$ cat src/rtl/pxu_pkg.sv
package pxu_pkg;
  typedef enum logic [1:0] {
    CAUSE_NONE     = 2'd0,
    CAUSE_UNMAPPED = 2'd1,
    CAUSE_PRIV     = 2'd2,
    CAUSE_ILLEGAL  = 2'd3
  } causeT;

  typedef struct packed {
    logic startWalk;
    logic fillEn;
    logic flushAll;
  } ctrlStrobeT;

  localparam int PTE_PRESENT = 0;
  localparam int PTE_WRITE   = 1;
  localparam int PTE_USER    = 2;
  localparam int PTE_CACHE   = 3;
endpackage

$ cat src/rtl/pxu_datapath.sv
module pxu_datapath
  import pxu_pkg::*;
#(
  parameter int ADDR_W    = 32,
  parameter int PAGE_BITS = 12,
  parameter int ENTRIES   = 8
) (
  input  logic              clk,
  input  logic              rstN,
  input  ctrlStrobeT        strobe,
  input  logic [ADDR_W-1:0] reqVaddr,
  input  logic              reqWrite,
  input  logic              reqUser,
  input  logic              xlateSkip,
  input  logic              cfgWrEn,
  input  logic [ADDR_W-1:0] cfgWrData,
  input  logic [ADDR_W-1:0] memRespData,
  output logic              hit,
  output logic              lkFault,
  output causeT             lkCause,
  output logic [ADDR_W-1:0] lkPaddr,
  output logic              lkCacheable,
  output logic [ADDR_W-1:0] memReqAddr
);
  localparam int VPN_W = ADDR_W - PAGE_BITS;
  localparam int IDX_W = (ENTRIES > 1) ? $clog2(ENTRIES) : 1;

  logic [ENTRIES-1:0] vldQ, presQ, wrQ, usrQ, cacQ;
  logic [VPN_W-1:0]   tagQ [ENTRIES];
  logic [VPN_W-1:0]   ppnQ [ENTRIES];
  logic [IDX_W-1:0]   rrPtrQ;
  logic [ADDR_W-1:0]  baseQ;
  logic [VPN_W-1:0]   walkVpnQ;
  logic [VPN_W-1:0]   reqVpn;
  logic [ENTRIES-1:0] matchVec;

  assign reqVpn = reqVaddr[ADDR_W-1:PAGE_BITS];

  logic unusedPteBits;
  assign unusedPteBits = ^memRespData[PAGE_BITS-1:PTE_CACHE+1];

  // one comparator per slot
  for (genvar gi = 0; gi < ENTRIES; gi++) begin : g_match
    assign matchVec[gi] = vldQ[gi] && (tagQ[gi] == reqVpn);
  end

  logic             selPres, selWr, selUsr, selCac;
  logic [VPN_W-1:0] selPpn;

  always_comb begin
    selPres = 1'b0;
    selWr   = 1'b0;
    selUsr  = 1'b0;
    selCac  = 1'b0;
    selPpn  = '0;
    for (int i = 0; i < ENTRIES; i++) begin
      if (matchVec[i]) begin
        selPres = selPres | presQ[i];
        selWr   = selWr   | wrQ[i];
        selUsr  = selUsr  | usrQ[i];
        selCac  = selCac  | cacQ[i];
        selPpn  = selPpn  | ppnQ[i];
      end
    end
  end

  assign hit = |matchVec;

  always_comb begin
    if (!selPres)                lkCause = CAUSE_UNMAPPED;
    else if (reqUser && !selUsr) lkCause = CAUSE_PRIV;
    else if (reqWrite && !selWr) lkCause = CAUSE_ILLEGAL;
    else                         lkCause = CAUSE_NONE;
  end

  assign lkFault     = (lkCause != CAUSE_NONE);
  assign lkCacheable = !lkFault && selCac;
  assign lkPaddr     = (!lkFault && !xlateSkip) ?
                       {selPpn, reqVaddr[PAGE_BITS-1:0]} : '0;

  assign memReqAddr = baseQ + (ADDR_W'(walkVpnQ) << 2);

  always_ff @(posedge clk) begin
    if (!rstN) begin
      vldQ     <= '0;
      rrPtrQ   <= '0;
      baseQ    <= '0;
      walkVpnQ <= '0;
    end else begin
      if (cfgWrEn)          baseQ    <= cfgWrData;
      if (strobe.startWalk) walkVpnQ <= reqVpn;
      if (strobe.flushAll) begin
        vldQ   <= '0;
        rrPtrQ <= '0;
      end else if (strobe.fillEn) begin
        vldQ[rrPtrQ] <= 1'b1;
        rrPtrQ <= (rrPtrQ == IDX_W'(ENTRIES - 1)) ? '0 : rrPtrQ + 1'b1;
      end
    end
  end

  always_ff @(posedge clk) begin
    if (strobe.fillEn && !strobe.flushAll) begin
      tagQ[rrPtrQ]  <= walkVpnQ;
      ppnQ[rrPtrQ]  <= memRespData[ADDR_W-1:PAGE_BITS];
      presQ[rrPtrQ] <= memRespData[PTE_PRESENT];
      wrQ[rrPtrQ]   <= memRespData[PTE_WRITE];
      usrQ[rrPtrQ]  <= memRespData[PTE_USER];
      cacQ[rrPtrQ]  <= memRespData[PTE_CACHE];
    end
  end
endmodule

$ cat src/rtl/pxu_ctrl.sv
module pxu_ctrl
  import pxu_pkg::*;
(
  input  logic       clk,
  input  logic       rstN,
  input  logic       reqValid,
  input  logic       hit,
  input  logic       flush,
  input  logic       memRespValid,
  output ctrlStrobeT strobe,
  output logic       respValid,
  output logic       stall,
  output logic       memReqValid
);
  typedef enum logic {ST_IDLE, ST_WALK} stateT;
  stateT stateQ, stateD;
  logic  dropQ, dropD;

  always_comb begin
    stateD           = stateQ;
    dropD            = dropQ;
    strobe           = '0;
    strobe.flushAll  = flush;
    respValid        = 1'b0;
    memReqValid      = 1'b0;
    case (stateQ)
      ST_IDLE: begin
        if (reqValid && hit) begin
          respValid = 1'b1;
        end else if (reqValid) begin
          strobe.startWalk = 1'b1;
          stateD           = ST_WALK;
          dropD            = 1'b0;
        end
      end
      ST_WALK: begin
        memReqValid = 1'b1;
        if (memRespValid) begin
          strobe.fillEn = !dropQ && !flush;
          stateD        = ST_IDLE;
          dropD         = 1'b0;
        end else if (flush) begin
          dropD = 1'b1;
        end
      end
      default: stateD = ST_IDLE;
    endcase
  end

  assign stall = reqValid && !respValid;

  always_ff @(posedge clk) begin
    if (!rstN) begin
      stateQ <= ST_IDLE;
      dropQ  <= 1'b0;
    end else begin
      stateQ <= stateD;
      dropQ  <= dropD;
    end
  end
endmodule

$ cat src/rtl/page_xlate_unit.sv
module page_xlate_unit
  import pxu_pkg::*;
#(
  parameter int ADDR_W    = 32,
  parameter int PAGE_BITS = 12,
  parameter int ENTRIES   = 8
) (
  input  logic              clk,
  input  logic              rstN,
  input  logic              reqValid,
  input  logic [ADDR_W-1:0] reqVaddr,
  input  logic              reqWrite,
  input  logic              reqUser,
  input  logic              xlateSkip,
  output logic              respValid,
  output logic [ADDR_W-1:0] respPaddr,
  output logic              respCacheable,
  output logic              respFault,
  output logic [1:0]        respCause,
  output logic              stall,
  output logic              memReqValid,
  output logic [ADDR_W-1:0] memReqAddr,
  input  logic              memRespValid,
  input  logic [ADDR_W-1:0] memRespData,
  input  logic              cfgWrEn,
  input  logic [ADDR_W-1:0] cfgWrData,
  input  logic              flush
);
  ctrlStrobeT        strobe;
  logic              hit, lkFault, lkCacheable;
  causeT             lkCause;
  logic [ADDR_W-1:0] lkPaddr;

  pxu_ctrl i_ctrl (
    .clk, .rstN, .reqValid, .hit, .flush, .memRespValid,
    .strobe, .respValid, .stall, .memReqValid
  );

  pxu_datapath #(
    .ADDR_W(ADDR_W), .PAGE_BITS(PAGE_BITS), .ENTRIES(ENTRIES)
  ) i_dp (
    .clk, .rstN, .strobe, .reqVaddr, .reqWrite, .reqUser, .xlateSkip,
    .cfgWrEn, .cfgWrData, .memRespData,
    .hit, .lkFault, .lkCause, .lkPaddr, .lkCacheable, .memReqAddr
  );

  assign respFault     = respValid && lkFault;
  assign respCause     = respValid ? lkCause : CAUSE_NONE;
  assign respPaddr     = respValid ? lkPaddr : '0;
  assign respCacheable = respValid && lkCacheable;
endmodule

$ cat config.mk
export PLATFORM = sky130hd
export DESIGN_NAME = page_xlate_unit
export DESIGN_NICKNAME = d
export VERILOG_FILES = /design/src/rtl/pxu_pkg.sv /design/src/rtl/pxu_datapath.sv /design/src/rtl/pxu_ctrl.sv /design/src/rtl/page_xlate_unit.sv
export SDC_FILE = /design/constraint.sdc
export NUM_CORES = 1
export LEC_CHECK = 0
export ABC_AREA = 1
export BUFFER_PORTS_ARGS = -buffer_cell sky130_fd_sc_hd__clkbuf_2
export CORE_MARGIN = 10
export CORE_UTILIZATION = 60
export CTS_CLUSTER_SIZE = 24
export DETAILED_ROUTE_END_ITERATION = 8
export GPL_TIMING_DRIVEN = 0
export MAX_ROUTING_LAYER = met4
export PLACE_DENSITY = 0.8
export SLEW_MARGIN = 20
export SYNTH_ARGS = -nofsm -noshare
export SYNTH_HDL_FRONTEND = slang
export SYNTH_SLANG_ARGS = --single-unit
$ cat constraint.sdc
create_clock -name clk -period 3.9 [get_ports clk]
set_input_delay 0.78 -clock clk [delete_from_list [all_inputs] [get_ports clk]]
set_output_delay 0.78 -clock clk [all_outputs]
set_load 0.05 [all_outputs]
# Word-level counts from Yosys, hierarchy flattened
# Memory sizes are Yosys's and may differ from the RTL's.
# Index checks and enable logic that the tools add are counted.
totals:
  regBits: 97
  ramBits: 320
  input_bits: 105
  output_inout_bits: 71
  elab_cells: 166
  memories: 2
memory_table:
  columns: ["memory", "words", "word_bits", "rd", "rd_clocked_by_memory_dff", "wr", "line_no", "text"]
  rows:
  - ["i_dp.ppnQ", 8, 20, 8, 0, 1, "pxu_datapath.sv:30", "logic [VPN_W-1:0] ppnQ [ENTRIES];"]
  - ["i_dp.tagQ", 8, 20, 8, 0, 1, "pxu_datapath.sv:29", "logic [VPN_W-1:0] tagQ [ENTRIES];"]
classes:
  addsub: 2
  n_lt_le_gt_ge: 2
  n_eq_ne: 12
  muxes: 70
  bitwise: 38
  n_reduce_logical: 30
op_table:
  columns: ["operator", "count"]
  rows:
  - ["$eq 20x20->1", 8]
  - ["$mux 20", 8]
  - ["$or 20x20->20", 7]
  - ["$mux 32", 2]
  - ["$mux 1", 48]
  - ["$add 32x22->32", 1]
  - ["$bwmux 8", 4]
  - ["$or 1x1->1", 28]
  - ["$logic_and 1x1->1", 19]
  - ["$mux 2", 4]
  - ["$or 8x8->8", 1]
  - ["$reduce_or 8->1", 1]
  - ["$logic_not 1->1", 7]
  - ["$lt 3x4->1 const B", 1]
  - ["$ne 2x2->1 const B", 2]
  - ["$pmux 1 s2", 2]
  - ["$add 3x1->3 const B", 1]
  - ["$demux 1 s3", 1]
  - ["$eq 3x3->1 const B", 1]
  - ["$ge 3x1->1 const B", 1]
  - ["$mux 3", 1]
  - ["$ne 3x3->1 const B", 1]
  - ["$reduce_and 3->1", 1]
  - ["$not 1->1", 2]
  - ["other kinds (2)", 2]

# Depth between registers and ports, before layout
# Gate-level depths: netlist of the first run.
depth:
  word_depth: 27
  ltp_mapped: 18

# Modules after synthesis
# A second synthesis of the first run with hierarchy kept.
unflattened:
  cells_unflattened: 1911
  area_unflattened_um2: 19241.0
by_module_without_submodules:
  columns: ["mod", "instances", "cells_each", "area_per_inst_um2", "seq_area_each_um2"]
  rows:
  - ["pxu_datapath", 1, 1813, 18801.8, 11831.3]
  - ["page_xlate_unit", 1, 76, 311.5, 0.0]
  - ["pxu_ctrl", 1, 22, 127.6, 40.0]

# Least setup slack after synthesis of the first run
# No wires, ideal clock.
synth_timing:
  kind: "in2out"
  from: "input port reqVaddr[17]"
  to: "output port respCacheable"
  arrival_time_ns: 3.058
  required_ns: 3.120
  slack_ns: 0.062
  cell_stages: 16
  path_buffers: 2
  cell_sequence: "buf_4 > inv_2 > nand2_1 > nand2_1 > nor3_2 > nand2_1 > nor2_2 > nand3_2 > buf_6 > nor2_2 > nor2_1 > nand2_1 > nor2_1 > inv_1 > nand2_1 > nor3_1"
synth_between:
  elab_chain_len: 26
  word_cells_on_any_way: 91
  classes_between: "eq/ne (8); mux (37); bitwise (28); reduce/logical (18)"
synth_lines:
  columns: ["element", "line_no", "text"]
  rows:
  - ["start, declared", "page_xlate_unit.sv:11", "input logic [ADDR_W-1:0] reqVaddr,"]
  - ["$eq 20x20->1", "pxu_datapath.sv:44", "assign matchVec[gi] = vldQ[gi] && (tagQ[gi] == reqVpn);"]
  - ["$logic_and 1x1->1", "pxu_datapath.sv:44", null]
  - ["$mux 1", "pxu_datapath.sv:57", "if (matchVec[i]) begin"]
  - ["$or 1x1->1", "pxu_datapath.sv:59", "selWr = selWr | wrQ[i];"]
  - ["$mux 1", "pxu_datapath.sv:57", null]
  - ["$or 1x1->1", "pxu_datapath.sv:59", null]
  - ["$mux 1", "pxu_datapath.sv:57", null]
  - ["$or 1x1->1", "pxu_datapath.sv:59", null]
  - ["(+10 left out)", null, null]
  - ["$logic_and 1x1->1", "pxu_datapath.sv:72", "else if (reqWrite && !selWr) lkCause = CAUSE_ILLEGAL;"]
  - ["$mux 2", "pxu_datapath.sv:72", null]
  - ["$mux 2", "pxu_datapath.sv:71", "else if (reqUser && !selUsr) lkCause = CAUSE_PRIV;"]
  - ["$mux 2", "pxu_datapath.sv:70", "if (!selPres) lkCause = CAUSE_UNMAPPED;"]
  - ["$reduce_bool 2->1", "pxu_datapath.sv:76", "assign lkFault = (lkCause != CAUSE_NONE);"]
  - ["$logic_not 1->1", "pxu_datapath.sv:77", "assign lkCacheable = !lkFault && selCac;"]
  - ["$logic_and 1x1->1", "pxu_datapath.sv:77", null]
  - ["$logic_and 1x1->1 *", "page_xlate_unit.sv:50", "assign respCacheable = respValid && lkCacheable;"]
  - ["end, declared", "page_xlate_unit.sv:17", "output logic respCacheable,"]
# Every way passes the cells marked *; elsewhere a longest branch is shown, timed or not.

# Final worst setup path of the first run
layout_timing:
  from: "input port reqVaddr[17]"
  to: "output port respPaddr[8]"
layout_between:
  elab_chain_len: 27
  word_cells_on_any_way: 77
  classes_between: "eq/ne (8); mux (31); bitwise (21); reduce/logical (17)"
layout_lines:
  columns: ["element", "line_no", "text"]
  rows:
  - ["$eq 20x20->1", "pxu_datapath.sv:44", null]
  - ["$logic_and 1x1->1", "pxu_datapath.sv:44", null]
  - ["$mux 1", "pxu_datapath.sv:57", null]
  - ["$or 1x1->1", "pxu_datapath.sv:59", null]
  - ["$mux 1", "pxu_datapath.sv:57", null]
  - ["$or 1x1->1", "pxu_datapath.sv:59", null]
  - ["$mux 1", "pxu_datapath.sv:57", null]
  - ["$or 1x1->1", "pxu_datapath.sv:59", null]
  - ["(+11 left out)", null, null]
  - ["$mux 2", "pxu_datapath.sv:72", null]
  - ["$mux 2", "pxu_datapath.sv:71", null]
  - ["$mux 2", "pxu_datapath.sv:70", null]
  - ["$reduce_bool 2->1", "pxu_datapath.sv:76", null]
  - ["$logic_not 1->1", "pxu_datapath.sv:78", "assign lkPaddr = (!lkFault && !xlateSkip) ?"]
  - ["$logic_and 1x1->1", "pxu_datapath.sv:78", null]
  - ["$mux 32", "pxu_datapath.sv:78", null]
  - ["$mux 32 *", "page_xlate_unit.sv:49", "assign respPaddr = respValid ? lkPaddr : '0;"]
  - ["end, declared", "page_xlate_unit.sv:16", "output logic [ADDR_W-1:0] respPaddr,"]
# Marked as above.

==> results of run 1 <==
## Yosys cell counts, types with 19 or more instances
| cell type | count | area share (%) |
|---|---|---|
| o21ai_0 | 155 | 3.8 |
| edfxtp_1 | 352 | 52 |
| buf_2 | 27 | 0.67 |
| dfxtp_1 | 65 | 6.4 |
| xor2_1 | 33 | 1.4 |
| nand3_1 | 45 | 1.1 |
| o2111ai_1 | 21 | 0.91 |
| clkbuf_1 | 23 | 0.43 |
| nor2_1 | 326 | 6.1 |
| nor2_2 | 34 | 1.1 |
| a21oi_1 | 36 | 0.89 |
| xnor2_1 | 32 | 1.4 |
| nand4_1 | 69 | 2.1 |
| nor3_1 | 25 | 0.62 |
| nand2_1 | 503 | 9.3 |
| ha_1 | 22 | 1.4 |
| o22ai_1 | 19 | 0.59 |
| a31oi_1 | 24 | 0.74 |
| inv_1 | 264 | 4.9 |
## registers in the layout (all words and copies together), names as in the netlist
name	count
i_dp.vldQ	8
i_dp.rrPtrQ	3
i_dp.wrQ	8
i_ctrl.dropQ	1
i_dp.walkVpnQ	20
i_ctrl.stateQ	1
i_dp.ppnQ	160
i_dp.usrQ	8
i_dp.tagQ	160
i_dp.presQ	8
i_dp.cacQ	8
i_dp.baseQ	32
## power breakdown
group	internal, uW	total [uW]	switching (uW)
registers	4900	5020	122
clock network	2310	4060	1750
logic	300	1030	732
total	7510	10100	2610
## through the flow
| step | total power (uW) | setup TNS [ns] | worst slack (ns) | utilization [%] |
|---|---|---|---|---|
| 5_1_grt | 10350 | -4.194 | -0.1655 | 74.62 |
| 4_1_cts | 10030 | 0 | 0.002357 | 73.18 |
| 2_1_floorplan | 5637 | 0 | 0.06213 | - |
| 6_report | 10110 | -2.335 | -0.1125 | 74.62 |
| 3_5_place_dp | 6028 | -20.95 | -0.6556 | 65.89 |
| 3_3_place_gp | 6006 | -477.31 | -1.564 | 64.62 |
## worst reg2reg max path, cell delays in order (launching register included)
cell     delay [ns]
dfxtp_1        0.42
nand2_1        0.11
nor2_1         0.18
inv_1          0.12
nor2_1         0.13
inv_1          0.19
nor2_4         0.69
buf_16         0.27
## layer usage
layer | vias to the layer above | wire [um] | global-route usage, %
met1 | 8137 | 26290 | 42.88
met3 | 214 | 9285 | 6.901
li1 | 7828 | - | -
met5 | - | 0 | -
met2 | 1294 | 32360 | 51.80
met4 | 0 | 2753 | 11.86
## cell families after synthesis
family          Yosys count
simple gates           1035
buf+inv                 352
flops                   417
xor+xnor                 65
fa+ha+maj                23
compound gates          285
## repair_timing
action,CTS,global route
hold buffers,0,0
endpoints found under the setup margin,60,51
cloned,2,1
resized for setup,205,145
pin swaps,36,38
buffers inserted,36,10
## worst max path at each step
stage	endpoint	depth (start not counted)
after floorplan	respCacheable	16
after global placement	i_dp.tagQ[2][2]$_DFFE_PP_	8
after detailed placement	respPaddr[18]	15
after CTS	memReqAddr[21]	12
after global routing	respPaddr[10]	19
final	respPaddr[8]	19
## final cells by class
type / instances / share of cell area [%]
inverter: 282 / 4.428
multi-input combinational: 1408 / 29.64
buffer: 69 / 2.387
sequential: 417 / 47.88
tap: 448 / 2.251
clock buffer: 63 / 5.036
timing repair buffer: 221 / 7.850
clock inverter: 17 / 0.5227
==> flow_summary.ini, run 1 <==
[grt]
grt_overflow = 0
grt_max_degree = 27
grt_pass1_vias = 16870
grt_usage_pct = 33.36
grt_pass1_wl_um = 100600
antenna_found_initial = 0

[worst_setup_path]
path_class = in2out
cp-end-kind = primary output
rrSetupSlack_ns = 1.48
r2r_end = i_dp.ppnQ[6][5]$_DFFE_PP_
crit_arrival_ns = 3.23
cp_data_required_time_ns = 3.12
slowest_delay_ns = 0.19
r2r-start = i_ctrl.stateQ$_SDFF_PN0_
critPathLaunchType = input port
cp-startpoint = reqVaddr[17]
reg2reg_depth = 7
path_cells = buf_6 > inv_4 > nand2_1 > o21ai_0 > nor2_1 > nand2_1 > nor2_2 > nand3_1 > buf_6 > nor2_1 > nor2_1 > nand2_1 > nor2_2 > nor2_4 > nand3_4 > buf_12 > buf_16 > nor2_4 > buf_8
cp_top_family = simple AND/OR/NAND/NOR gates
crit_buf_inv = 6
path_max_fanout = 10
cp_slowest_cell = buf_6

[drt]
wirelength_um = 70690
wl_per_cell_um = 24.17
vias = 17470
ant_nets = 0
drt_iter0_drc = 2151
first_pass_iters = 8
vias_per_cell = 5.974
drc = 0

[run_status]
outcome = finished, violations left
violations = negative setup slack

[floorplanning]
ios = 176
fp.coreArea_um2 = 33360
die_area_um2 = 41430
num_rows = 67
die_w_um = 203.5
die_height_um = 203.5
start_util_pct = 60.58

[hold_path]
min_path_type = in2reg
hp-start = cfgWrData[27]
min_path_cells = 3
min_to = i_dp.baseQ[27]$_SDFFE_PN0P_

[sta]
hold_ws_ns = 0.4491
slew_headroom_pct = 44.15
setup_viol = 31
period_needed_ns = 4.013
fin_crit_sh_pct = 102.9
timing.final.ws_setup_ns = -0.1125
skew_ns = 0.02287
hold_violations = 0
rsz0062_at_grt = true
slew_violations = 0
worst_pin_slew_ns = 0.8358
max_freq_mhz = 249.2

[cts]
clk_pin_slew_ns = 0.06
cts.sinks = 417
cts_tree = yes
clk_latency_ns = 0.55
ctsLongestPathBuffers = 3
numCtsBuffers = 43
cts_root_buf = clkbuf_16
h-tree-depth = 2

[synthesis]
synth_ff_type = edfxtp_1
syn-cell-area_um2 = 20210
synth_fp_nets = 2305
ys_types = 44
synth-compound-area-share_pct = 8.059
synthXorXnorAreaFrac_pct = 2.816
synth_warnings = 0
synth_top_family_by_area = simple AND/OR/NAND/NOR gates
async_flop_share_pct = 0
post_synth_and_or_nand_nor_area_fraction_pct = 21.75
synth.mux.area_fraction_pct = 0
yosysSeqAreaShare_pct = 58.73
synthAdderAreaFrac_pct = 1.461
syn_inst = 2177
syn_area_per_cell_um2 = 9.285
synth-edff-count = 352
ys_ff_latch = 417

[layout]
design_area_um2 = 24900
drive_gt1_share_pct = 20.06
fin_cells = 2925
mostFrequentLayoutCells = 488 x nand2_1, 352 x edfxtp_1, 299 x nor2_1, 259 x inv_1, 150 x o21ai_0
multiInputGateArea_um2 = 7380
nNetsFinal = 2570
regArea_um2 = 11920
diodes = 0
final_common_cell = nand2_1
fillers = 2277
area_delta_synth_final_pct = 23.17

[placement]
place_area_um2 = 21980
dp.cells = 2797
io_buffers = 157
dpl.hpwl_um = 46030
gp_congestion = 1.015

[power]
p_per_area_nw_per_um2 = 406.2
vdd_drop_max_mv = 0.3278
leakage_uw = 0.01037

[run]
cap_violations = 0
Power figures use the tool's default switching activity.
==> run 2: changes to the inputs <==
--- a/config.mk
+++ b/config.mk
@@ -11,7 +11,7 @@
 export CORE_UTILIZATION = 60
 export CTS_CLUSTER_SIZE = 24
 export DETAILED_ROUTE_END_ITERATION = 8
-export GPL_TIMING_DRIVEN = 0
+export GPL_TIMING_DRIVEN = 1
 export MAX_ROUTING_LAYER = met4
 export PLACE_DENSITY = 0.8
 export SLEW_MARGIN = 20
==> run 2 against run 1 <==
Against the previous run: the run still ends with negative setup slack left; clock power up 2%; clock-buffer cell count down 10; core utilization up 1.5 points; register-to-register slack about the same; flip-flop and latch count unchanged; hold slack worse by 0.041 ns; sequential power down 2%; largest cell class unchanged.
==> flow_summary.ini, run 2 (same netlist as run 1, synthesis figures left out) <==
[floorplanning]
ios = 176
start_util_pct = 60.58
die_height_um = 203.5
die_area_um2 = 41430
num_rows = 67
die_w_um = 203.5
fp.coreArea_um2 = 33360

[drt]
drc = 0
vias = 17660
wl_per_cell_um = 23.76
drt_iter0_drc = 2338
wirelength_um = 70720
ant_nets = 0
vias_per_cell = 5.934
first_pass_iters = 6

[sta]
fin_crit_sh_pct = 100.4
skew_ns = 0.02686
period_needed_ns = 3.916
slew_violations = 0
setup_viol = 9
hold_ws_ns = 0.4084
rsz0062_at_grt = true
slew_headroom_pct = 43.65
worst_pin_slew_ns = 0.8401
hold_violations = 0
timing.final.ws_setup_ns = -0.01594
max_freq_mhz = 255.4
setup_tns_ns = -0.06793

[grt]
grt_max_degree = 54
grt_busiest_layer = met2
grt_pass1_vias = 17480
antenna_found_initial = 1
grt_pass1_wl_um = 102700
grt_use_met1_pct = 43.60
grt_usage_pct = 34.00
grtUsageMet2_pct = 53.56
grt_overflow = 0
use_met3_pct = 5.838

[cts]
cts.sinks = 417
cts_root_buf = clkbuf_16
h-tree-depth = 2
ctsLongestPathBuffers = 3
clk_pin_slew_ns = 0.07
clk_latency_ns = 0.60
numCtsBuffers = 44
cts_tree = yes
cts_hold_buf = 0

[hold_path]
min_path_type = in2reg

[placement]
gp_congestion = 1.043
dpl.hpwl_um = 48190
place_area_um2 = 23270
place_ws_ns = -0.07453
io_buffers = 167

[layout]
regArea_um2 = 11870
area_delta_synth_final_pct = 25.60
mostFrequentLayoutCells = 492 x nand2_1, 352 x edfxtp_1, 298 x nor2_1, 259 x inv_1, 151 x o21ai_0
final_common_cell = nand2_1
nNetsFinal = 2618
drive_gt1_share_pct = 21.35
multiInputGateArea_um2 = 7356
fillers = 2211
top_regs = i_dp.ppnQ x160, i_dp.tagQ x160, i_dp.baseQ x32
design_area_um2 = 25390

[power]
p_per_area_nw_per_um2 = 402.8
leakage_uw = 0.01070
vdd_drop_max_mv = 0.4293

[worst_setup_path]
cp_data_required_time_ns = 3.12
slowest_delay_ns = 0.24
cp_slowest_cell = buf_12
cp-end-kind = primary output
path_cells = clkbuf_2 > buf_6 > nand2_1 > nand2_1 > nor2_1 > nand2_1 > nor2_1 > nand4_1 > nand3_2 > nor2_1 > nand2_1 > nand2_4 > nor2_4 > nand3_4 > buf_12 > nor2_2 > buf_12
critPathLaunchType = input port
crit_arrival_ns = 3.14
cpMostUsedCell = nand2_1
path_class = in2out
path_max_fanout = 9

[run]
cap_violations = 0

[run_status]
violations = negative setup slack
outcome = finished, violations left
[run 2: cell count changes in the layout (fill, tap and decap cells not counted), sizes merged]
cell      delta
inv          +5
clkinvlp     -3
diode        +3
clkinv       +8
bufinv       +1
buf         +68
clkbuf      -30
bufbuf       -1
[run 2: worst max-delay path, delay by kind of cell]
kind	cells	cell delay, ns
buffers and inverters	4	0.78
AND/OR/NAND/NOR	13	1.55
[run 2: layout make-up]
class	instances	area share (%)
antenna	3	0.02957
timing repair buffer	337	12.26
multi-input combinational	1408	28.97
inverter	282	4.258
tap	448	2.208
clock buffer	53	4.593
sequential	417	46.77
clock inverter	28	0.9019
[run 2: routing by layer]
layer | wire length [um] | share of wire (%)
met1 | 25960 | 37
met2 | 33370 | 47
met3 | 8882 | 13
met4 | 2516 | 3.6
met5 | 0 | 0
[run 2: through the flow]
stage	instances	total power [uW]	util, %
CTS	2959	10140	74.09
finish	2976	10230	76.09
global placement	2876	6088	69.76
global route	2973	10470	76.07
detailed placement	2876	6108	69.76
floorplan	2177	5637	-
[run 2: what timing repair did]
| item | 4_1_cts | 5_1_grt |
|---|---|---|
| gates resized for setup | 13 | 145 |
| pin swaps | 0 | 32 |
| setup endpoints to repair | 18 | 46 |
| cloned | 0 | 3 |
| setup buffers | 2 | 11 |
[run 2: path summary, 6_finish.rpt]
kind                            slack, ns                      start                           to  cells after the start
worst max-delay path                -0.02               reqVaddr[30]                respPaddr[21]                     17
worst min-delay path                 0.41              cfgWrData[27]  i_dp.baseQ[27]$_SDFFE_PN0P_                      3
worst max register to register       1.49   i_ctrl.stateQ$_SDFF_PN0_    i_dp.tagQ[7][2]$_DFFE_PP_                      7
worst min register to register       0.47  i_dp.vldQ[4]$_SDFFE_PP0P_    i_dp.vldQ[4]$_SDFFE_PP0P_                      2
[run 2: where the power goes]
| group | internal [uW] | switching, uW | leakage [uW] |
|---|---|---|---|
| Sequential | 4900 | 40.0 | 0.00369 |
| Clock | 2290 | 1840 | 0.000672 |
| Combinational | 342 | 820 | 0.00633 |
| Total | 7530 | 2700 | 0.0107 |
